--- src/rtl/sleepwake_pkg.sv ---
package sleepwake_pkg;

    typedef enum logic [1:0] {
        ST_RUN   = 2'd0,
        ST_SLEEP = 2'd1,
        ST_OST   = 2'd2,
        ST_DUMMY = 2'd3
    } sw_state_t;

    // oscillator select value that needs no start-up wait
    localparam logic [1:0] OSC_NOWAIT = 2'b11;

    localparam int unsigned PHASES = 4;

endpackage

--- src/rtl/sw_phase_gen.sv ---
module sw_phase_gen #(
    parameter int unsigned NPH = 4
) (
    input  logic                   clk,
    input  logic                   rst_n,
    input  logic                   freeze,
    output logic [$clog2(NPH)-1:0] phase,
    output logic                   last
);
    localparam int unsigned PW = $clog2(NPH);
    localparam logic [PW-1:0] LAST_PH = PW'(NPH - 1);

    always_ff @(posedge clk or negedge rst_n) begin
        if (!rst_n) begin
            phase <= '0;
        end else if (!freeze) begin
            phase <= (phase == LAST_PH) ? '0 : phase + 1'b1;
        end
    end

    assign last = (phase == LAST_PH);
endmodule

--- src/rtl/sw_pend_detect.sv ---
module sw_pend_detect #(
    parameter int unsigned N_SRC = 4
) (
    input  logic [N_SRC-1:0] flag,
    input  logic [N_SRC-1:0] en,
    output logic             any_pend
);
    logic [N_SRC-1:0] src_pend;

    for (genvar i = 0; i < N_SRC; i++) begin : g_src
        assign src_pend[i] = flag[i] & en[i];
    end

    assign any_pend = |src_pend;
endmodule

--- src/rtl/sw_ost_counter.sv ---
module sw_ost_counter #(
    parameter int unsigned LEN = 1024,
    parameter int unsigned W   = $clog2(LEN)
) (
    input  logic         clk,
    input  logic         rst_n,
    input  logic         load,
    input  logic         run,
    output logic [W-1:0] count,
    output logic         zero
);
    localparam logic [W-1:0] START = W'(LEN - 1);

    always_ff @(posedge clk or negedge rst_n) begin
        if (!rst_n) begin
            count <= '0;
        end else if (load) begin
            count <= START;
        end else if (run && count != '0) begin
            count <= count - 1'b1;
        end
    end

    assign zero = (count == '0);
endmodule

--- src/rtl/sleepwake_ctrl.sv ---
module sleepwake_ctrl
    import sleepwake_pkg::*;
#(
    parameter int unsigned N_SRC   = 4,
    parameter int unsigned OST_LEN = 1024,
    parameter int unsigned CNT_W   = $clog2(OST_LEN)
) (
    input  logic             clk,
    input  logic             rst_n,
    input  logic             sleep_req,
    input  logic             clrwdt_req,
    input  logic             wdt_timeout,
    input  logic [N_SRC-1:0] irq_flag,
    input  logic [N_SRC-1:0] irq_en,
    input  logic             gie,
    input  logic [1:0]       osc_mode,
    output logic             wdt_clr,
    output logic             to_n,
    output logic             pd_n,
    output logic             core_halt,
    output logic [CNT_W-1:0] ost_count,
    output logic [1:0]       q_phase,
    output logic             vector_jump,
    output logic             resume_inline
);
    sw_state_t state_q, state_d;
    logic      pend, q_last, ost_zero;
    logic      accept_sleep, accept_clr, crystal;
    logic      wake_direct, wake_wait, count_done, wake, dummy_done;

    sw_phase_gen #(.NPH(PHASES)) u_phase (
        .clk    (clk),
        .rst_n  (rst_n),
        .freeze (core_halt),
        .phase  (q_phase),
        .last   (q_last)
    );

    sw_pend_detect #(.N_SRC(N_SRC)) u_pend (
        .flag     (irq_flag),
        .en       (irq_en),
        .any_pend (pend)
    );

    sw_ost_counter #(.LEN(OST_LEN), .W(CNT_W)) u_ost (
        .clk   (clk),
        .rst_n (rst_n),
        .load  (wake_wait),
        .run   (state_q == ST_OST),
        .count (ost_count),
        .zero  (ost_zero)
    );

    // transition conditions
    always_comb begin
        crystal      = (osc_mode != OSC_NOWAIT);
        accept_sleep = (state_q == ST_RUN) && q_last && sleep_req && !pend;
        accept_clr   = (state_q == ST_RUN) && q_last && !sleep_req && clrwdt_req;
        wake_wait    = (state_q == ST_SLEEP) && pend && crystal;
        wake_direct  = (state_q == ST_SLEEP) && pend && !crystal;
        count_done   = (state_q == ST_OST) && ost_zero;
        wake         = wake_direct || count_done;
        dummy_done   = (state_q == ST_DUMMY) && q_last;
    end

    // next-state logic
    always_comb begin
        state_d = state_q;
        unique case (state_q)
            ST_RUN:   if (accept_sleep) state_d = ST_SLEEP;
            ST_SLEEP: begin
                if (wake_wait)        state_d = ST_OST;
                else if (wake_direct) state_d = gie ? ST_DUMMY : ST_RUN;
            end
            ST_OST:   if (count_done) state_d = gie ? ST_DUMMY : ST_RUN;
            ST_DUMMY: if (dummy_done) state_d = ST_RUN;
            default:  state_d = ST_RUN;
        endcase
    end

    // state register
    always_ff @(posedge clk or negedge rst_n) begin
        if (!rst_n) state_q <= ST_RUN;
        else        state_q <= state_d;
    end

    // output register
    always_ff @(posedge clk or negedge rst_n) begin
        if (!rst_n) begin
            wdt_clr       <= 1'b0;
            to_n          <= 1'b1;
            pd_n          <= 1'b1;
            vector_jump   <= 1'b0;
            resume_inline <= 1'b0;
        end else begin
            wdt_clr       <= accept_sleep || accept_clr;
            vector_jump   <= dummy_done;
            resume_inline <= wake && !gie;
            if (accept_sleep || accept_clr) to_n <= 1'b1;
            else if (wdt_timeout)           to_n <= 1'b0;
            if (accept_sleep)    pd_n <= 1'b0;
            else if (accept_clr) pd_n <= 1'b1;
        end
    end

    assign core_halt = (state_q == ST_SLEEP) || (state_q == ST_OST);
endmodule

--- config.mk ---
export PLATFORM = sky130hd
export DESIGN_NAME = sleepwake_ctrl
export DESIGN_NICKNAME = d
export VERILOG_FILES = /design/src/rtl/sleepwake_pkg.sv /design/src/rtl/sw_phase_gen.sv /design/src/rtl/sw_pend_detect.sv /design/src/rtl/sw_ost_counter.sv /design/src/rtl/sleepwake_ctrl.sv
export SDC_FILE = /design/constraint.sdc
export NUM_CORES = 1
export LEC_CHECK = 0
export CORE_MARGIN = 5
export CORE_UTILIZATION = 35
export DETAILED_ROUTE_END_ITERATION = 8
export HOLD_SLACK_MARGIN = 0.12
export PLACE_DENSITY = 0.74
export SYNTH_ARGS = -nofsm -noshare
export SYNTH_HDL_FRONTEND = slang
export SYNTH_HIERARCHICAL = 1
export SYNTH_SLANG_ARGS = --single-unit
--- constraint.sdc ---
create_clock -name clk -period 3.3 [get_ports clk]
set_clock_uncertainty 0.15 [all_clocks]
set_input_delay 0.495 -clock clk [delete_from_list [all_inputs] [get_ports clk]]
set_output_delay 0.495 -clock clk [all_outputs]
set_load 0.01 [all_outputs]
== Word level (Yosys, flattened, before mapping) ==
Cells that the tools add are included.
Storage, ports and cells
  output and inout bits: 18
  bits in registers: 19
  bits in latches: 0
  memory bits (read-only): 0
  word-level logic and storage cells: 64
  RAM bits: 0
  memories: 0
Operators by class
  muxes and demuxes: 14
  bitwise logic cells: 4
  shift operators: 0
  order comparisons: 0
  equality and inequality tests: 9
  reductions and logical operators: 27
  div/mod/pow operators: 0
  multiply operators: 0
  add/subtract/negate cells: 2
Operator list (count)
  10-bit two-way mux: 2
  2-bit two-way mux: 7
  1-bit logical AND: 12
  10-bit zero test: 1
  10-bit nonzero test: 1
  10-bit by 1-bit subtractor with 10-bit output (second input constant): 1
  2-bit inequality test (second input constant): 4
  2-bit one-hot mux with 4 select lines: 1
  2-bit equality test (second input constant): 3
  2-bit nonzero test: 3
  1-bit AND: 4
  1-bit zero test: 4
  1-bit two-way mux: 4
  4-bit AND reduction: 1
  4-bit OR reduction: 1
  1-bit logical OR: 3
  3-bit by 2-bit inequality test with 1-bit output (second input constant): 1
  2-bit by 1-bit adder with 2-bit output (second input constant): 1
  2-bit by 1-bit equality test with 1-bit output (second input constant): 1
  2-bit zero test: 1

== Logic depth before layout (Yosys ltp) ==
Gate-level depths: netlist of the first run.
  word-level depth: 7
  gate-level depth with buffers: 8

== Modules after synthesis ==
Netlist of the first run, hierarchy kept.
By module, submodules not included
  sw_ost_counter: times used 1, area each 601.8 sq um, cells an instance 62
  sleepwake_ctrl: times used 1, area each 415.4 sq um, cells an instance 42
  sw_phase_gen: times used 1, area each 91.3 sq um, cells an instance 6
  sw_pend_detect: times used 1, area each 18.8 sq um, cells an instance 3

== Worst setup path before layout of the first run ==
OpenSTA, ideal clock, no wires.
  path kind: register to register
  start: register u_ost.count[0]
  end: register state_q[1]
  path slack: 0.467 ns
  arrival: 2.583 ns
  clock period less this slack: 2.833 ns
  cell stages (with the launch flop): 8
  setup time: 0.101 ns
  required time: 3.049 ns
  cells stage by stage: dfrtp_1 inv_1 ha_1 or4b_2 nor3_1 nor2b_4 or4_4 o32ai_1
On the way
  word-level cells in the longest chain between the ends: 4
Ends and longest elaborated chain
  start, declared: RTL line sw_ost_counter.sv:9  | output logic [W-1:0] count,
  start signal, assigned: RTL line sw_ost_counter.sv:20  | count <= count - 1'b1;
  10-bit zero test: RTL line sw_ost_counter.sv:24  | assign zero = (count == '0);
  net ost_zero: RTL line sleepwake_ctrl.sv:27  | logic pend, q_last, ost_zero;
  1-bit logical AND: RTL line sleepwake_ctrl.sv:61  | count_done = (state_q == ST_OST) && ost_zero;
  2-bit inequality test (no source line)
  4-bit AND reduction (no source line)
  end signal, assigned: RTL line sleepwake_ctrl.sv:84  | else state_q <= state_d;
  end, declared: RTL line sleepwake_ctrl.sv:26  | sw_state_t state_q, state_d;
The timed path passes the listed nets, and every way through them passes these cells.
A chain may end at the register's enable or synchronous reset.

== Final worst setup path of the first run ==
Ends and elaborated chain as after synthesis.

==> qor.csv, run 1 <==
stage,metric,value,unit
min_path,min-delay-path-class,reg -> reg,
floorplan,initial_utilization,0.366,
timing,finalSetupViolations,0,
timing,post-route-period-util,0.856,
global_route,grt_remaining_overflow,0,
clocking,ctsRootBufferMaster,clkbuf_4,
floorplan,placeableCoreArea,3080,um^2
drt,drt-pass1-iter-count,4,
final_layout,area_delta_synth_final,36.2,%
floorplan,die_area,4460,um^2
clocking,cts_tree,done,
worst_setup_path,cp_data_arrival_time,2890,ps
drt,detail_route.drc_violations,0,
logic_synthesis,netlist-cell-type-count,45,
floorplan,floorplan.die.width,66.8,um
clocking,numClockSinks,19,
timing,grt_setup_unrepaired,no,
flow_run,max_cap_viol_count,0,
worst_setup_path,worstPathMaxFanout,7,
logic_synthesis,synth_commonest_cells,"dfrtp_1 (17), nand2_1 (7)",
floorplan,die_height,66.8,um
clocking,postCtsHoldBufs,0,
logic_synthesis,syn_inst,113,
timing,tightest_slew,851,ps
clocking,cts_max_path_buffers,2,
worst_setup_path,worst_setup_path_startpoint,u_ost/count[0],
timing,postLayoutSetupSlackWorst,476,ps
logic_synthesis,synthesis.area,1130,um^2
logic_synthesis,synth_most_common_cell,dfrtp_1,
final_layout,layout-drive-gt1-share,0.101,
final_layout,num-nets-final,171,
clocking,cts-resized-gates,0,
logic_synthesis,number_of_enable_type_register_cells_in_the_synthesized_netlist,0,
clocking,clk-insertion-delay-late,300,ps
drt,detail_route.vias_per_cell,5.36,
worst_setup_path,worst-endpoint-required,3370,ps
final_layout,antenna_cells,0,
global_route,grt_pass1_wl,4.64,mm
worst_setup_path,critical_path_sink_type,flip-flop,
floorplan,rows,20,
clocking,htree_levels,1,
floorplan,io_pins,34,
logic_synthesis,ys_seq_area_frac,0.424,
place,place_congestion,0.848,
clocking,number_of_buffers_created_by_cts,3,
timing,fmaxAchievable,354,MHz
run_status,outcome,"finished, final reports clean",
logic_synthesis,synth_area_per_cell,9.98,um^2
worst_setup_path,setup.worst_path.class,reg -> reg,
timing,maxSlewHeadroom,0.431,
drt,total_via_count_after_detailed_routing,1030,
logic_synthesis,synth_top_cell_area_share,0.377,
logic_synthesis,postSynth.asyncResetShare,1.00,
min_path,min-delay-start,pd_n,
global_route,grt_pass1_vias,1037,
place,port_buffers,33,
place,detailedPlacementHpwl,2.12,mm
place,pre_cts_ws,481,ps
logic_synthesis,mappedNetlistNets,135,
drt,detail_route.wl_per_cell,14.4,um
clocking,clk_transition_reported_paths,120,ps
timing,final-max-slew-violation-count,0,
logic_synthesis,postSynth.topFlopCell,dfrtp_1,
logic_synthesis,synth-seq-cells,19,
timing,finalHoldViolations,0,
worst_setup_path,reg2reg_launch_point,u_ost/count[0],
timing,fin_setup_tns,0,ps
pwr,power.static_leakage,0.576,nW
logic_synthesis,synth.area.top_cells,"dfrtp_1 (38%), ha_1 (6.7%), dfstp_2 (4.7%)",
pwr,power.ir.vdd_worst,0.374,mV
pwr,power.density,585,nW/um^2
logic_synthesis,synth_warnings,6,
global_route,track_usage,0.137,
logic_synthesis,synth_largest_area_cell,dfrtp_1,
drt,wirelength,2.77,mm
global_route,grt_start_max_net_pins,20,
global_route,antenna_found_initial,0,
worst_setup_path,worstSetupStartpointType,flip-flop,
drt,initialDrtViolationCount,58,
clocking,post-cts-setup-buffers,0,
drt,postRouteAntennaNets,0,
timing,layout_min_cycle_time,2820,ps
==> path summary, 6_finish.rpt <==
kind | end | slack, ps | depth (start not counted)
min in group asynchronous | u_ost/count[5] | 510 | 1
max | state_q[1] | 480 | 8
max reg2reg | state_q[1] | 480 | 8
min reg2reg | pd_n | 350 | 2
min | pd_n | 350 | 2
max in group asynchronous | vector_jump | 1960 | 1
==> critical path, stage by stage, from the launching register on <==
cell,delay [ps]
dfrtp_1,460
inv_1,80
ha_1,200
or4b_2,680
nor3_1,210
buf_4,160
nor2b_4,40
or4_4,510
o32ai_1,260
==> cell families (layout without fill, tap and decap cells) <==
family	count (synthesis)	count (layout)	synth area share
AOI/OAI and AO/OA	34	34	0.212
adders and majority gates	6	6	0.0666
buffers and inverters	10	45	0.0366
DFF	19	19	0.424
muxes	3	3	0.0311
and+or+nand+nor	41	41	0.230
==> final cells by class <==
class                      count  area [um^2]
multi-input combinational     84          608
clock buffer                   4         26.3
fill                         302         1540
tap                           44         55.1
inverter                       6         22.5
sequential                    19          478
timing repair buffer          35          345
==> where the power goes <==
part / switching (mW) / internal [mW] / leakage [nW]
Clock: 0.0762 / 0.0471 / 0.0150
Combinational: 0.198 / 0.245 / 0.359
Sequential: 0.0485 / 0.283 / 0.202
Total: 0.323 / 0.575 / 0.576
==> routing by layer <==
metal / global-route usage / part of all wire / routed length, um / up-vias
li1: - / - / - / 501
met1: 0.163 / 0.42 / 1170 / 501
met2: 0.235 / 0.52 / 1440 / 26
met3: 0.0422 / 0.052 / 143 / 2
met4: 0.0381 / 0.0061 / 17 / 0
met5: 0 / 0 / 0 / -
==> through the flow <==
step	instances	total power [mW]	utilization	cell area (um^2)	hold WS (ps)
2_1_floorplan	113	0.604	-	1130	49.4
6_report	192	0.898	0.499	1540	352
3_5_place_dp	188	0.781	0.490	1510	339
4_1_cts	192	0.906	0.499	1540	358
3_3_place_gp	188	0.758	0.490	1510	332
5_1_grt	192	0.967	0.499	1540	399
==> flip-flops by register name, indices dropped and copies added, names as in the netlist <==
register / cells
vector_jump: 1
to_n: 1
u_phase/phase: 2
u_ost/count: 10
resume_inline: 1
state_q: 2
wdt_clr: 1
pd_n: 1
==> placed cells by master (no fill, tap or decap), types with 4 or more instances in the layout <==
cell type / instances
clkdlybuf4s50_1: 33
dfrtp_1: 17
nand2_1: 7
inv_1: 6
a21oi_1: 6
o21ai_0: 6
ha_1: 6
nor2b_1: 4
nor2_1: 4
or4_1: 4
nor3_1: 4
o31ai_1: 4
No activity file was read; power rests on OpenSTA's default activity.
==> inputs of run 2 (changes only) <==
==> constraint.sdc (replaced) <==
create_clock -name clk -period 3.3 [get_ports clk]
set_clock_uncertainty 0.15 [all_clocks]
set_input_delay 0.66 -clock clk [delete_from_list [all_inputs] [get_ports clk]]
set_output_delay 0.66 -clock clk [all_outputs]
set_load 0.01 [all_outputs]
==> qor.csv, run 2 (synthesis results as in run 1) <==
stage,metric,value,unit
run_status,outcome,"finished, final reports clean",
min_path,min_delay_worst_endpoint,pd_n,
drt,postRouteAntennaNets,0,
floorplan,rows,20,
final_layout,antenna_cells,0,
drt,initialDrtViolationCount,61,
global_route,grt_pass1_wl,4.34,mm
drt,detail_route.drc_violations,0,
global_route,grt_remaining_overflow,0,
floorplan,initial_utilization,0.366,
final_layout,layout.cell_area.non_filler,1530,um^2
timing,postLayoutSetupSlackWorst,305,ps
floorplan,die_height,66.8,um
worst_setup_path,worstSetupStartpointType,flip-flop,
clocking,post-cts-setup-buffers,0,
global_route,track_usage,0.125,
final_layout,final_cells,191,
clocking,postCtsHoldBufs,0,
timing,final-max-slew-violation-count,0,
global_route,grt_start_max_net_pins,20,
pwr,power.density,579,nW/um^2
place,placed_cell_area,1500,um^2
drt,met3WireLength,126,um
floorplan,io_pins,34,
timing,maxSlewHeadroom,0.422,
clocking,ctsRootBufferMaster,clkbuf_4,
final_layout,layout_top_registers,"u_ost/count: 10 flops, state_q: 2 flops, u_phase/phase: 2 flops",
floorplan,die_area,4460,um^2
drt,wirelength,2.63,mm
final_layout,largest_register_ff_count,10,
timing,layout_min_cycle_time,2990,ps
place,placed_cells_incl_taps,187,
clocking,cts_max_path_buffers,2,
worst_setup_path,setup.worst_path.class,reg -> reg,
timing,finalSetupViolations,0,
final_layout,biggest_register,u_ost/count,
timing,timing.hold.ws,352,ps
clocking,clk_transition_reported_paths,110,ps
timing,fmaxAchievable,334,MHz
clocking,cts-resized-gates,0,
place,pre_cts_ws,299,ps
drt,detail_route.wl_per_cell,13.8,um
final_layout,layout_common_cells,"clkdlybuf4s50_1 (33), dfrtp_1 (17), nand2_1 (7)",
worst_setup_path,worst-endpoint-required,3360,ps
worst_setup_path,ff2ff_path_depth,7,
timing,post-route-period-util,0.908,
worst_setup_path,critical_path_sink_type,flip-flop,
drt,routed-wl-met2,1.35,mm
clocking,number_of_buffers_created_by_cts,3,
clocking,clk-insertion-delay-late,290,ps
min_path,min-delay-path-class,reg -> reg,
global_route,antenna_found_initial,0,
clocking,htree_levels,1,
clocking,numClockSinks,19,
place,detailedPlacementHpwl,2.05,mm
timing,tightest_slew,864,ps
timing,finalHoldViolations,0,
final_layout,layout-drive-gt1-share,0.102,
worst_setup_path,worstPathMaxFanout,7,
final_layout,num-nets-final,170,
clocking,cts_tree,done,
final_layout,mostFrequentLayoutCell,clkdlybuf4s50_1,
global_route,grt_pass1_vias,988,
place,place_congestion,0.867,
min_path,hold-path-cell-count,2,
floorplan,placeableCoreArea,3080,um^2
min_path,min-delay-start,pd_n,
drt,route.layer.met1.wl,1.13,mm
drt,total_via_count_after_detailed_routing,1017,
final_layout,area_delta_synth_final,35.6,%
timing,fin_setup_tns,0,ps
worst_setup_path,worstReg2RegEnd,state_q[1],
timing,grt_setup_unrepaired,no,
pwr,power.static_leakage,0.573,nW
worst_setup_path,reg2reg_launch_point,u_ost/count[0],
drt,drt-pass1-iter-count,4,
drt,top_layer_reached_by_signal_wires,met4,
place,port_buffers,33,
worst_setup_path,reg2reg_slack,310,ps
flow_run,max_cap_viol_count,0,
drt,detail_route.vias_per_cell,5.32,
pwr,power.ir.vdd_worst,0.478,mV
floorplan,floorplan.die.width,66.8,um
worst_setup_path,cp_data_arrival_time,3050,ps
run 2: worst max path at each step:
stage                               from    endpoint  slack (ps)  depth (start not counted)
after CTS                 u_ost/count[0]  state_q[1]         300                          7
after global routing      u_ost/count[0]  state_q[1]         160                          7
after detailed placement  u_ost/count[0]  state_q[1]         300                          7
after floorplan           u_ost/count[0]  state_q[1]         470                          7
after global placement    u_ost/count[0]  state_q[1]         420                          7
final                     u_ost/count[0]  state_q[1]         310                          7
run 2: area by class of cell:
cell class | count | area, um^2
clock buffers | 3 | 22.5
clock inverters | 1 | 5.00
fillers | 296 | 1550
inverters | 6 | 22.5
multi-input cells | 84 | 608
flip-flops and latches | 19 | 478
well taps | 44 | 55.1
repair buffers | 34 | 338
run 2: stage by stage:
| step | utilization | total power, mW |
|---|---|---|
| after floorplan | - | 0.604 |
| final | 0.497 | 0.885 |
| after global routing | 0.497 | 0.956 |
| after detailed placement | 0.488 | 0.776 |
| after global placement | 0.488 | 0.759 |
| after CTS | 0.497 | 0.899 |
run 2: power by group:
group / switching (mW) / total (mW) / leakage [nW] / internal (mW)
Clock: 0.0719 / 0.117 / 0.0177 / 0.0450
Combinational: 0.193 / 0.437 / 0.353 / 0.244
Sequential: 0.0479 / 0.331 / 0.202 / 0.283
Total: 0.313 / 0.885 / 0.573 / 0.572
run 2: worst max-delay path, cell delays in order, from the launching register on:
cell and delay [ps]:
dfrtp_1 460, inv_1 90, ha_1 200, or4b_2 670
nor3_1 480, nor2b_4 80, or4_4 530, o32ai_1 270
run 2: metal layers:
layer	global-route usage	vias to the layer above
li1	-	498
met1	0.144	492
met2	0.229	23
met3	0.0304	4
met4	0.0305	0
met5	0	-
